===== config.mk =====
export PLATFORM = sky130hd
export DESIGN_NAME = rx_da_filter
export DESIGN_NICKNAME = d
export VERILOG_FILES = /design/src/rtl/daf_pkg.sv /design/src/rtl/daf_ctrl.sv /design/src/rtl/daf_datapath.sv /design/src/rtl/rx_da_filter.sv
export SDC_FILE = /design/constraint.sdc
export NUM_CORES = 1
export LEC_CHECK = 0
export CAP_MARGIN = 10
export CORE_AREA = 8 8 327 329
export CTS_CLUSTER_SIZE = 16
export DETAILED_ROUTE_END_ITERATION = 16
export DIE_AREA = 0 0 335 337
export PLACE_DENSITY = 0.37
export SKIP_LAST_GASP = 1
export SLEW_MARGIN = 30
export SYNTH_ARGS = -nofsm -noshare
export SYNTH_HDL_FRONTEND = slang
export SYNTH_SLANG_ARGS = --single-unit

===== constraint.sdc =====
create_clock -name clk -period 6 [get_ports clk]
set_input_delay 1.5 -clock clk [delete_from_list [all_inputs] [get_ports clk]]
set_output_delay 1.5 -clock clk [all_outputs]
set_load 0.02 [all_outputs]

===== src/rtl/daf_pkg.sv =====
package daf_pkg;
  localparam int ADDR_BYTES = 6;
  localparam int ADDR_BITS = ADDR_BYTES * 8;
  localparam int HASH_IDX_W = 6;
  localparam logic [31:0] CRC_POLY_REFL = 32'hEDB88320;

  // Strobes from control to datapath
  typedef struct packed {
    logic capture;     // store byteData this cycle
    logic seed;        // start CRC from all ones
    logic [2:0] slot;  // byte position within address
  } dafStrobe_t;

  // One byte of reflected CRC-32, bit 0 first
  function automatic logic [31:0] crcStep(input logic [31:0] c, input logic [7:0] d);
    logic [31:0] r;
    r = c;
    for (int b = 0; b < 8; b++) begin
      if (r[0] ^ d[b]) r = (r >> 1) ^ CRC_POLY_REFL;
      else r = r >> 1;
    end
    return r;
  endfunction
endpackage


===== src/rtl/daf_ctrl.sv =====
module daf_ctrl
  import daf_pkg::*;
(
  input  logic clk,
  input  logic rstN,
  input  logic byteValid,
  input  logic byteFirst,
  output dafStrobe_t strb,
  output logic decisionValid
);
  localparam logic [2:0] LAST_SLOT = 3'(ADDR_BYTES - 1);
  localparam logic [2:0] DONE_CNT = 3'(ADDR_BYTES);

  logic [2:0] cnt;
  logic doneQ;

  always_comb begin
    strb = '0;
    if (byteValid && byteFirst) begin
      strb.capture = 1'b1;
      strb.seed = 1'b1;
      strb.slot = 3'd0;
    end else if (byteValid && cnt != 3'd0 && cnt < DONE_CNT) begin
      strb.capture = 1'b1;
      strb.slot = cnt;
    end
  end

  always_ff @(posedge clk) begin
    if (!rstN) begin
      cnt <= 3'd0;
      doneQ <= 1'b0;
    end else begin
      doneQ <= strb.capture && (strb.slot == LAST_SLOT);
      if (strb.capture) cnt <= strb.slot + 3'd1;
    end
  end

  assign decisionValid = doneQ;

  AST_ONE_PULSE: assert property (@(posedge clk) disable iff (!rstN)
    decisionValid |=> !decisionValid);
  AST_AFTER_BYTE: assert property (@(posedge clk) disable iff (!rstN)
    decisionValid |-> $past(byteValid));
endmodule


===== src/rtl/daf_datapath.sv =====
module daf_datapath
  import daf_pkg::*;
#(
  parameter int NUM_UC = 16
) (
  input  logic clk,
  input  logic rstN,
  input  dafStrobe_t strb,
  input  logic decisionValid,
  input  logic [7:0] byteData,
  input  logic promiscEn,
  input  logic recvAllEn,
  input  logic passAllMcastEn,
  input  logic hashMcastEn,
  input  logic bcastBlockEn,
  input  logic [31:0] hashLo,
  input  logic [31:0] hashHi,
  input  logic [NUM_UC*ADDR_BITS-1:0] ucastTable,
  input  logic [NUM_UC-1:0] ucastEnable,
  output logic framePass,
  output logic daFilterFail
);
  logic [ADDR_BITS-1:0] addrQ;
  logic [31:0] crcQ;
  logic [HASH_IDX_W-1:0] hashIdx;
  logic [NUM_UC-1:0] hitVec;
  logic hashBit, ucHit, isMcast, isBcast, accept;

  always_ff @(posedge clk) begin
    if (!rstN) begin
      addrQ <= '0;
      crcQ <= '1;
    end else if (strb.capture) begin
      addrQ[8*strb.slot +: 8] <= byteData;
      crcQ <= crcStep(strb.seed ? 32'hFFFF_FFFF : crcQ, byteData);
    end
  end

  // Complement, reverse, keep top six bits
  always_comb begin
    for (int k = 0; k < HASH_IDX_W; k++) hashIdx[HASH_IDX_W-1-k] = ~crcQ[k];
  end

  assign hashBit = hashIdx[HASH_IDX_W-1] ? hashHi[hashIdx[4:0]] : hashLo[hashIdx[4:0]];

  for (genvar e = 0; e < NUM_UC; e++) begin : gEntry
    assign hitVec[e] = ucastEnable[e] && (ucastTable[e*ADDR_BITS +: ADDR_BITS] == addrQ);
  end

  assign ucHit = |hitVec;
  assign isMcast = addrQ[0];
  assign isBcast = &addrQ;

  always_comb begin
    accept = 1'b0;
    if (promiscEn) accept = 1'b1;
    else if (isBcast) accept = !bcastBlockEn;
    else if (isMcast) begin
      if (passAllMcastEn) accept = 1'b1;
      else if (hashMcastEn) accept = hashBit;
      else accept = ucHit;
    end else accept = ucHit;
  end

  assign framePass = decisionValid && (accept || recvAllEn);
  assign daFilterFail = decisionValid && !accept;

  AST_PROMISC_PASS: assert property (@(posedge clk) disable iff (!rstN)
    (decisionValid && promiscEn) |-> (framePass && !daFilterFail));
  AST_RECVALL_PASS: assert property (@(posedge clk) disable iff (!rstN)
    (decisionValid && recvAllEn) |-> framePass);
  AST_FAIL_EXCL: assert property (@(posedge clk) disable iff (!rstN)
    (decisionValid && !recvAllEn) |-> (framePass != daFilterFail));
  AST_BCAST_OPEN: assert property (@(posedge clk) disable iff (!rstN)
    (decisionValid && isBcast && !bcastBlockEn) |-> framePass);
  AST_IDLE_QUIET: assert property (@(posedge clk) disable iff (!rstN)
    !decisionValid |-> (!framePass && !daFilterFail));
endmodule


===== src/rtl/rx_da_filter.sv =====
module rx_da_filter
  import daf_pkg::*;
#(
  parameter int NUM_UC = 16
) (
  input  logic clk,
  input  logic rstN,
  input  logic byteValid,
  input  logic byteFirst,
  input  logic [7:0] byteData,
  input  logic promiscEn,
  input  logic recvAllEn,
  input  logic passAllMcastEn,
  input  logic hashMcastEn,
  input  logic bcastBlockEn,
  input  logic [31:0] hashLo,
  input  logic [31:0] hashHi,
  input  logic [NUM_UC*48-1:0] ucastTable,
  input  logic [NUM_UC-1:0] ucastEnable,
  output logic decisionValid,
  output logic framePass,
  output logic daFilterFail
);
  dafStrobe_t strb;

  daf_ctrl uCtrl (
    .clk(clk), .rstN(rstN), .byteValid(byteValid), .byteFirst(byteFirst),
    .strb(strb), .decisionValid(decisionValid)
  );

  daf_datapath #(.NUM_UC(NUM_UC)) uData (
    .clk(clk), .rstN(rstN), .strb(strb), .decisionValid(decisionValid),
    .byteData(byteData), .promiscEn(promiscEn), .recvAllEn(recvAllEn),
    .passAllMcastEn(passAllMcastEn), .hashMcastEn(hashMcastEn),
    .bcastBlockEn(bcastBlockEn), .hashLo(hashLo), .hashHi(hashHi),
    .ucastTable(ucastTable), .ucastEnable(ucastEnable),
    .framePass(framePass), .daFilterFail(daFilterFail)
  );
endmodule


# --- After elaboration in Yosys (flattened, before gate mapping) ---
# Index checks and enable logic that the tools add are counted.
# W data, S select, Z words.
classes:
  n_reduce_logical: 28
  multipliers: 0
  shift: 2
  n_eq_ne: 17
  div: 0
  muxes: 39
  addsub: 2
  magnitude_cmp: 2
  n_bitwise: 21
op_table:
  columns: ["op", "count"]
  rows:
  - ["$eq A48 B48 Y1", 16]
  - ["$mux W32", 23]
  - ["$not A13 Y14", 8]
  - ["$bwmux W48", 1]
  - ["$reduce_and A48 Y1", 1]
  - ["$shift A8 B34 Y48 const A", 1]
  - ["$shiftx A8 B34 Y48", 1]
  - ["$neg A6 Y34", 1]
  - ["$logic_and A1 B1 Y1", 22]
  - ["$reduce_or A16 Y1", 1]
  - ["$mux W1", 11]
  - ["$bmux W1 S5", 2]
  - ["$xor A1 B1 Y1", 8]
  - ["$lt A5 B6 Y1 const B", 1]
  - ["$mux W3", 2]
  - ["$not A1 Y1", 5]
  - ["$add A3 B1 Y3 const B", 1]
  - ["$eq A3 B3 Y1 const B", 1]
  - ["$lt A3 B3 Y1 const B", 1]
  - ["$reduce_bool A3 Y1", 1]
  - ["$logic_not A1 Y1", 2]
  - ["$logic_or A1 B1 Y1", 1]
word_totals:
  latchBits: 0
  in_bits: 865
  out_inout_bits: 3
  rom_bits: 0
  memories: 0
  ramBits: 0
  word_cells: 115
  register_bits: 84

# --- Longest topological paths before layout ---
# Gate-level depths: netlist of the first run.
depth:
  depth_word: 33
  depth_mapped: 14
  mapped_depth_nobuf: 11

# --- Hierarchy ---
# Synthesis of the first run repeated with hierarchy kept, for this count alone.
hier_totals:
  cells_unflattened: 1724
  hier_area_um2: 14022.2
modules_own_cells:
  columns: ["module", "seq_area_each_um2", "instances", "area_per_inst_um2", "cells_each"]
  rows:
  - ["daf_datapath", 1601.5, 1, 13738.2, 1690]
  - ["daf_ctrl", 80.1, 1, 284.0, 34]

# --- Worst setup path before layout of the first run ---
# No wires, ideal clock.
synth_timing:
  kind: "input port to output port"
  from: "input port ucastTable[262]"
  to: "output port framePass"
  n_path_buf: 0
  path_slack_ns: 1.051
  stages: 9
  required_time_ns: 4.500
  arrival_time_ns: 3.449
  path_cell_list: "xor2_1 nor4_1 nand4_1 or4_1 o311ai_0 a2111oi_0 a21oi_1 o32ai_1 a21boi_0"
synth_between:
  elab_chain_len: 10
synth_rtl:
  columns: ["item", "line_no", "source"]
  rows:
  - ["from (decl)", "rx_da_filter.sv:18", "input logic [NUM_UC*48-1:0] ucastTable,"]
  - ["$eq A48 B48 Y1 (*)", "daf_datapath.sv:47", "assign hitVec[e] = ucastEnable[e] && (ucastTable[e*ADDR_BITS +: ADDR_BITS] == addrQ);"]
  - ["$logic_and A1 B1 Y1 (*)", "daf_datapath.sv:47", null]
  - ["$reduce_or A16 Y1 (*)", "daf_datapath.sv:50", "assign ucHit = |hitVec;"]
  - ["$mux W1", "daf_datapath.sv:60", "else if (hashMcastEn) accept = hashBit;"]
  - ["$mux W1", "daf_datapath.sv:59", "if (passAllMcastEn) accept = 1'b1;"]
  - ["$mux W1 (*)", "daf_datapath.sv:58", "else if (isMcast) begin"]
  - ["$mux W1 (*)", "daf_datapath.sv:57", "else if (isBcast) accept = !bcastBlockEn;"]
  - ["$mux W1 (*)", "daf_datapath.sv:56", "if (promiscEn) accept = 1'b1;"]
  - ["$logic_or A1 B1 Y1 (*)", "daf_datapath.sv:65", "assign framePass = decisionValid && (accept || recvAllEn);"]
  - ["$logic_and A1 B1 Y1 (*)", "daf_datapath.sv:65", null]
  - ["to (decl)", "rx_da_filter.sv:21", "output logic framePass,"]
# Mark *: on every way between the ends. The rest lies on a longest branch, timed or not.

# --- Worst setup path after layout of the first run ---
layout_timing:
  from: "input port ucastTable[569]"
  to: "output port framePass"
# Same word-level chain as after synthesis.

==> results of run 1 <==
==> routing by layer <==
layer	wire, um	share of wire, %
met1	58000	42
met2	69700	50
met3	8260	5.9
met4	2960	2.1
met5	49	0.035
==> worst max-delay path: cells and delay by family <==
| family | cells | cell delay, ns |
|---|---|---|
| and+or+nand+nor | 4 | 0.90 |
| buffers and inverters | 4 | 1.09 |
| xor gates and xnor gates | 1 | 0.11 |
| AOI/OAI and AO/OA | 4 | 0.78 |
==> state kept, by name, summed over array words and instances, names as in the netlist <==
name and cells:
uCtrl.cnt 3, uCtrl.decisionValid 1, uData.addrQ 48, uData.crcQ 32
==> synthesized netlist by cell type (all sizes together) (3+ instances only) <==
library cell and instances:
a221oi 3, and2 19, nand2b 31, and4 3
a221o 6, o221ai 5, mux2i 24, nor2b 40
buf 94, a222oi 4, a2111oi 3, nor3 15
nand4 113, xor2 355, inv 45, a22o 4
nor2 53, o2111ai 13, a21boi 11, nand2 86
dfxtp 84, a21oi 18, nand3 25, nor4 107
and3 3, o22ai 20, clkbuf 41, mux4 20
xnor2 414, ha 4, or4 4, nand3b 3
o2bb2ai 7, a2111o 3, o211ai 15, o21ai 37
==> power by group through the flow <==
stage	Combinational, mW	Sequential (mW)	Clock (mW)
after floorplan	0.853	0.649	0
after global placement	1.71	0.701	0
after detailed placement	1.72	0.702	0
after CTS	1.75	0.690	0.569
after global routing	1.86	0.696	0.591
final	1.73	0.687	0.553
==> layout make-up <==
class                   count  area, um^2  area share [%]
diodes                     26        65.1           0.253
clock buffers              11         243           0.943
clock inverters             5        37.5           0.146
inverters                  47         176           0.685
multi-input cells        1485       11800            46.0
flip-flops and latches     84        1740            6.76
well taps                1368        1710            6.65
repair buffers           1018        9930            38.6
==> repair_timing <==
item	CTS	global route
resized for setup	54	23
setup endpoints to repair	2	2
pin swaps	14	17
==> worst paths after layout <==
path | startpoint | to | slack (ns) | cells past startpoint
min reg2reg | uData.crcQ[21]$_SDFFE_PN1P_ | uData.crcQ[21]$_SDFFE_PN1P_ | 0.50 | 2
max reg2reg | uData.crcQ[4]$_SDFFE_PN1P_ | uData.crcQ[20]$_SDFFE_PN1P_ | 3.09 | 10
min | uData.crcQ[21]$_SDFFE_PN1P_ | uData.crcQ[21]$_SDFFE_PN1P_ | 0.50 | 2
max | ucastTable[569] | framePass | 0.10 | 13
==> cell families (layout without fill, tap and decap cells) <==
group | count (synthesis) | after routing | synth area share, %
fa+ha+maj | 4 | 4 | 0.359
compound gates | 162 | 162 | 8.21
other cells | 0 | 26 | 0
buf+inv | 182 | 1081 | 5.68
mux | 45 | 45 | 5.04
xor+xnor | 769 | 769 | 48.7
flops | 84 | 84 | 12.1
simple gates | 505 | 505 | 20.0
==> stage by stage <==
| step | utilization (%) | std cells | instance area, um^2 |
|---|---|---|---|
| final | 25.4 | 4044 | 25800 |
| after global routing | 25.4 | 4034 | 25700 |
| after CTS | 25.3 | 4018 | 25600 |
| after detailed placement | 24.7 | 4003 | 25000 |
| after global placement | 24.7 | 4003 | 25000 |
| after floorplan | - | 1751 | 13900 |
==> cells in the final DEF (no fill, tap or decap), drive strengths merged, types with 5 or more instances in the layout <==
cell type / n
nor3: 15
o2bb2ai: 7
a21boi: 11
xor2: 355
clkdlybuf4s50: 853
o21ai: 37
a221o: 6
buf: 154
clkinv: 5
nor2b: 40
xnor2: 414
nand2b: 31
dfxtp: 84
mux4: 20
diode: 26
o2111ai: 13
clkbuf: 11
inv: 45
nor2: 53
nand4: 113
dlymetal6s2s: 10
nor4: 107
mux2i: 24
a21oi: 18
o221ai: 5
nand2: 86
and2: 19
nand3: 25
o211ai: 15
o22ai: 20
==> results.cfg, run 1 <==
[outcome]
status = finished, final reports clean

[sta]
final_hold_viol_count = 0
fin_crit_ns = 5.90
setup_tns_ns = 0
max_slew_margin_pct = 46.5
setup_viol = 0
slew_viol_final = 0
max_clock_freq_mhz = 170
whs_ns = 0.497
finalCritPeriodShare_pct = 98.3
worstMarginPinSlew_ns = 0.797
clock_skew_ns = 0.00799
setup_ws_ns = 0.104

[route]
via_per_inst = 4.34
firstDrtPassIters = 5
vias = 17500
drc = 0
wl_per_cell_um = 34.4
drt_wl_total_mm = 139
postRouteAntennaNets = 0
drt_iter0_markers = 1160

[pwr]
power.leakage_nw = 9.46
seq_power_share_pct = 23.1
internal_power_mw = 1.93
ir_drop_v = 0.000103
total_power_mw = 2.97
switching_share_pct = 35.0
power.share.clock_pct = 18.6
combPwrFrac_pct = 58.3
switchingPower_mw = 1.04
power_density_nw_per_um2 = 115

[setup_path]
endpoint_kind = output pin
critical-path-slowest-cell = nor4_4
cpPeakStageDelay_ns = 0.53
worstPathMaxFanout = 2
startpoint_type = primary input
cp.required_ns = 4.50
cp.arrival_ns = 4.40
path_class = primary input to output pin
crit_chain = clkdlybuf4s50_1, xnor2_1, nand4_1, nor4_4, buf_4, nand4_1, buf_6, o2111ai_4, nor4_4, a21oi_4, o32ai_2, a21boi_1, buf_4

[synth]
ys_ff_latch = 84
synth_warnings = 0
syn_area_um2 = 13900
synth.avg_cell_area_um2 = 7.96
synth_edf_count = 0
yosysTopAreaCellShare_pct = 25.7
async_flop_share_pct = 0
synth_area_leaders = xnor2_1 (26%), xor2_1 (22%), dfxtp_1 (12%), nand4_1 (5.1%), nor4_1 (4.8%)
synth.distinct_cells = 53
ys_seq_area_share_pct = 12.1
synth_fp_nets = 2620
synth_flop_cell = dfxtp_1
postSynthCellCount = 1751
synth_top_area_cell = xnor2_1

[place]
gp_congestion = 0.941
place_hpwl_mm = 114
dp_slack_ns = -1.35
port_buffers = 867

[global_route]
gr-total-overflow = 0
antenna_found_initial = 42
met3_usage_pct = 5.13
grt_max_degree = 50
grt_first_pass_wirelength_mm = 178
grt.met1_usage_pct = 28.3
busiest_layer = met2
grt_pass1_vias = 18500
grtUsageTotal_pct = 23.2
use_met2_pct = 41.9

[die]
die_y_um = 337
std_cell_rows = 117
core-area_um2 = 101000
start_util_pct = 13.8
ios = 868
die-area_um2 = 113000
die_w_um = 335

[cts]
cts_hold_buf = 0
tritoncts = done
cts_buffers = 9
post_cts.repair.setup_buffers = 0
clkTransAtPathRegs_ns = 0.06
clock_sinks = 84
clkLatencyLatePin_ns = 0.36
clock_path_buffers = 2
root_buffer = clkbuf_16
h-tree-depth = 3

[final_layout]
drive_gt1_share_pct = 10.8
area_delta_synth_final_pct = 84.8
final_net_count = 3514
fillCellCount = 11000

[min_path]
hp-class = register to register

[flow_run]
max_cap_viol_count = 0
No activity file was read; power rests on OpenSTA's default activity.
==> run 2: changes to the inputs <==
- CORE_AREA: 8 8 327 329 -> 2 2 341 343
- DIE_AREA: 0 0 335 337 -> 0 0 343 345
- PLACE_DENSITY: 0.37 -> 0.34
==> run 2 against run 1 <==
Net effect: core utilization is 2.7 points lower; die area grew 4.8%; largest cell class unchanged; sequential share of layout area fell by 0.11 points.
==> results.cfg, run 2 (same netlist as run 1, synthesis figures left out) <==
[final_layout]
fin_util_pct = 22.7
drive_gt1_share_pct = 11.8
largest_reg_flops = 48
final_cell_mix = clkdlybuf4s50_1 (835), xnor2_1 (406), xor2_1 (351)
final_cells = 4211
final_common_cell = clkdlybuf4s50_1
final_net_count = 3537
final-seq-area_um2 = 1740
top_register = uData.addrQ
reg.largest.list = uData.addrQ (48), uData.crcQ (32), uCtrl.cnt (3)
area_delta_synth_final_pct = 87.9
multiInputGateArea_um2 = 11800
fillCellCount = 12800

[place]
gp_congestion = 0.895
port_buffers = 867
place_inst = 4183
place_hpwl_mm = 112

[setup_path]
cp.required_ns = 4.50
worstPathMaxFanout = 2
cpPeakStageDelay_ns = 0.57
critical_path.top_delay_family = buffers and inverters
critical_path_buf_inv_count = 4
endpoint_kind = output pin
path_common_cell = buf_4
crit_chain = clkdlybuf4s50_1, xnor2_1, nand4_1, nor4_1, buf_4, nand3_1, o22ai_1, buf_4, nor4_4, a21oi_4, o32ai_2, a21boi_1, buf_4
cp_num_cells = 13
critical-path-slowest-cell = nor4_1
path_class = primary input to output pin
r2r.worst_path.cells = 9
startpoint_type = primary input
cp.arrival_ns = 4.40

[sta]
worstMarginPinSlew_ns = 0.890
rsz0062_at_grt = false
final_hold_viol_count = 0
fin_crit_ns = 5.90
setup_viol = 0
clock_skew_ns = 0.0127
max_clock_freq_mhz = 170
max_slew_margin_pct = 40.7
slew_viol_final = 0
setup_tns_ns = 0
finalCritPeriodShare_pct = 98.3
whs_ns = 0.488

[die]
ios = 868
std_cell_rows = 125
die_w_um = 343
start_util_pct = 12.1
die_y_um = 345
die-area_um2 = 118000
core-area_um2 = 115000

[cts]
h-tree-depth = 3
clock_sinks = 84
clkTransAtPathRegs_ns = 0.06
tritoncts = done
clock_path_buffers = 2
clkLatencyLatePin_ns = 0.36
post_cts.repair.setup_buffers = 0
root_buffer = clkbuf_16
cts_buffers = 9

[route]
wl_per_cell_um = 32.1
wl_met2_mm = 66.9
vias = 17000
topRoutingLayerUsed = met5
postRouteAntennaNets = 0
firstDrtPassIters = 6
m1WireLength_mm = 55.0
via_per_inst = 4.03
drt_wl_total_mm = 135
drc = 0
wl_met3_mm = 10.2
drt_iter0_markers = 1143

[pwr]
power.leakage_nw = 9.74
ir_drop_v = 0.000133
power_density_nw_per_um2 = 117

[outcome]
status = finished, final reports clean

[global_route]
grt_first_pass_wirelength_mm = 171
gr-total-overflow = 0
antenna_found_initial = 37
grt_pass1_vias = 17700
grt_max_degree = 85
grtUsageTotal_pct = 21.9

[flow_run]
max_cap_viol_count = 0

[min_path]
hp-class = register to register
min_delay_path_depth = 2
## run 2: changes by cell type in the layout (fill, tap and decap cells not counted), sizes merged
cell / previous run / this run
bufinv: 0 / 2
dlygate4sd2: 1 / 0
diode: 26 / 15
buf: 154 / 177
clkinv: 5 / 2
dlymetal6s2s: 10 / 29
clkdlybuf4s50: 853 / 835
## run 2: worst paths after layout
kind / start / to / slack, ns
setup / recovery: ucastTable[103] / framePass / 0.10
hold / removal: uData.crcQ[22]$_SDFFE_PN1P_ / uData.crcQ[22]$_SDFFE_PN1P_ / 0.49
setup reg to reg: uData.crcQ[1]$_SDFFE_PN1P_ / uData.crcQ[23]$_SDFFE_PN1P_ / 3.11
hold reg to reg: uData.crcQ[22]$_SDFFE_PN1P_ / uData.crcQ[22]$_SDFFE_PN1P_ / 0.49
## run 2: tightest hold or removal path, cell delays in order, from the launching register on
cell and delay, ns:
dfxtp_1 0.31, nand2_1 0.05, o211ai_1 0.07
## run 2: power breakdown
part,internal (mW),total [mW],switching (mW)
Combinational,1.03,1.75,0.718
Sequential,0.612,0.692,0.0796
Clock,0.363,0.615,0.252
Total,2.01,3.06,1.05
## run 2: final cells by class
cell class / count / share of cell area, %
Clock inverter: 4 / 0.287
Inverter: 47 / 0.674
Sequential cell: 84 / 6.65
Tap cell: 1524 / 7.28
Clock buffer: 11 / 0.889
Multi-Input combinational cell: 1485 / 45.2
Antenna cell: 15 / 0.143
Timing Repair Buffer: 1041 / 38.9
## run 2: per-layer routing
| layer | up-vias | global-route usage [%] |
|---|---|---|
| met5 | - | 0 |
| met4 | 26 | 4.22 |
| met3 | 133 | 5.68 |
| met2 | 676 | 38.6 |
| met1 | 8279 | 26.5 |
| li1 | 7851 | - |
## run 2: metrics by stage
| stage | total power, mW | cell area (um^2) | setup slack (ns) |
|---|---|---|---|
| 2_1_floorplan | 1.50 | 13900 | 1.05 |
| 4_1_cts | 3.09 | 25900 | 0.00865 |
| 6_report | 3.06 | 26200 | 0.102 |
| 3_3_place_gp | 2.46 | 25400 | -1.24 |
| 3_5_place_dp | 2.45 | 25400 | -1.24 |
| 5_1_grt | 3.24 | 26200 | 0.000147 |
## run 2: repair_timing
action,CTS,global route
endpoints found under the setup margin,2,2
gates resized for setup,39,58
pin swaps,13,32
hold buffers,0,0
==> run 3: changes to the inputs <==
- CAP_MARGIN: 10 -> unset
- SKIP_CTS_REPAIR_TIMING: unset -> 1
==> run 3 against run 2 <==
Net effect: critical path depth down 1; wire length barely moved; largest cell class unchanged; power about the same; clock power about the same; via count about the same; core utilization grew 0.078 points.
==> results.cfg, run 3 (same netlist as run 1, synthesis figures left out) <==
[setup_path]
worstPathMaxFanout = 2
critical-path-slowest-cell = nor4_1
cp.arrival_ns = 4.39
startpoint_type = primary input
endpoint_kind = output pin
crit_chain = clkdlybuf4s50_1, xor2_1, nor4_1, nand4_1, nor4_1, buf_4, a2111oi_2, a21oi_4, buf_6, o32ai_2, a21boi_1, buf_4
cpPeakStageDelay_ns = 0.59
cp.required_ns = 4.50
critical_path.top_delay_family = simple AND/OR/NAND/NOR gates
path_class = primary input to output pin
critical_path_buf_inv_count = 4

[route]
via_per_inst = 4.03
drc = 0
vias = 17000
drt_wl_total_mm = 135
firstDrtPassIters = 5
postRouteAntennaNets = 0
wl_per_cell_um = 32.0
drt_iter0_markers = 1038

[pwr]
internal_power_mw = 2.01
power.leakage_nw = 9.84
seq_power_share_pct = 22.6
total_power_mw = 3.06
switchingPower_mw = 1.05
power.share.clock_pct = 20.1
combPwrFrac_pct = 57.3
power_density_nw_per_um2 = 117
ir_drop_v = 0.000136
switching_share_pct = 34.4

[global_route]
grtUsageTotal_pct = 21.8
grt_max_degree = 85
grt_first_pass_wirelength_mm = 171
antenna_found_initial = 40
gr-total-overflow = 0
grt_pass1_vias = 17600

[die]
ios = 868
die-area_um2 = 118000
die_w_um = 343
core-area_um2 = 115000
die_y_um = 345
std_cell_rows = 125
start_util_pct = 12.1

[sta]
slew_viol_final = 0
max_clock_freq_mhz = 170
clock_skew_ns = 0.0136
setup_tns_ns = 0
setup_viol = 0
finalCritPeriodShare_pct = 98.2
fin_crit_ns = 5.89
worstMarginPinSlew_ns = 0.873
max_slew_margin_pct = 41.8
whs_ns = 0.487
setup_ws_ns = 0.109
final_hold_viol_count = 0

[cts]
clkLatencyLatePin_ns = 0.36
clkTransAtPathRegs_ns = 0.06
h-tree-depth = 3
cts_buffers = 9
tritoncts = done
root_buffer = clkbuf_16
clock_sinks = 84
clock_path_buffers = 2

[place]
port_buffers = 867
place_inst = 4183
gp_congestion = 0.895
dp_slack_ns = -1.24
dpl_cell_area_um2 = 25400
place_hpwl_mm = 112

[final_layout]
finish.instance_area_um2 = 26300
reg.largest.list = uData.addrQ (48), uData.crcQ (32), uCtrl.cnt (3)
fin_util_pct = 22.8
final_cell_mix = clkdlybuf4s50_1 (825), xnor2_1 (405), xor2_1 (350)
final_net_count = 3537
final_cells = 4211
area_delta_synth_final_pct = 88.6
largest_reg_flops = 48
drive_gt1_share_pct = 12.1
top_register = uData.addrQ
final_common_cell = clkdlybuf4s50_1

[outcome]
status = finished, final reports clean

[flow_run]
max_cap_viol_count = 0

[min_path]
hp-class = register to register
==> run 3: cell types whose count changed in the layout (fill, tap and decap cells not counted), sizes merged <==
cell / change
clkdlybuf4s50: -10
dlymetal6s2s: +10
==> run 3: cell type report <==
type	count	area [um^2]
inverters	47	176
clock inverters	4	75.1
flip-flops and latches	84	1740
diodes	15	37.5
repair buffers	1041	10200
multi-input cells	1485	11900
fillers	12800	88800
well taps	1524	1910
clock buffers	11	233
==> run 3: worst min-delay path, stage by stage (launching register included) <==
cell,delay (ns)
dfxtp_1,0.31
nand2_1,0.05
o211ai_1,0.07
==> run 3: worst paths after layout <==
check | from | endpoint | slack (ns) | depth (start not counted)
worst max-delay path | ucastTable[155] | framePass | 0.11 | 12
worst min-delay path | uData.crcQ[22]$_SDFFE_PN1P_ | uData.crcQ[22]$_SDFFE_PN1P_ | 0.49 | 2
worst max register to register | uData.crcQ[1]$_SDFFE_PN1P_ | uData.crcQ[23]$_SDFFE_PN1P_ | 3.10 | 9
worst min register to register | uData.crcQ[22]$_SDFFE_PN1P_ | uData.crcQ[22]$_SDFFE_PN1P_ | 0.49 | 2
==> run 3: layer usage <==
layer,part of all wire [%],GRT usage [%],vias up
li1,-,-,7851
met1,42,26.5,8301
met2,50,38.5,658
met3,6.8,5.53,139
met4,2.0,4.28,24
met5,0.11,0,-
==> run 3: power by group through the flow <==
stage	Clock (mW)	Combinational [mW]	Sequential, mW
after floorplan	0	0.853	0.649
after detailed placement	0	1.75	0.707
after CTS	0.634	1.76	0.695
final	0.616	1.75	0.692
after global placement	0	1.75	0.707
after global routing	0.652	1.89	0.701
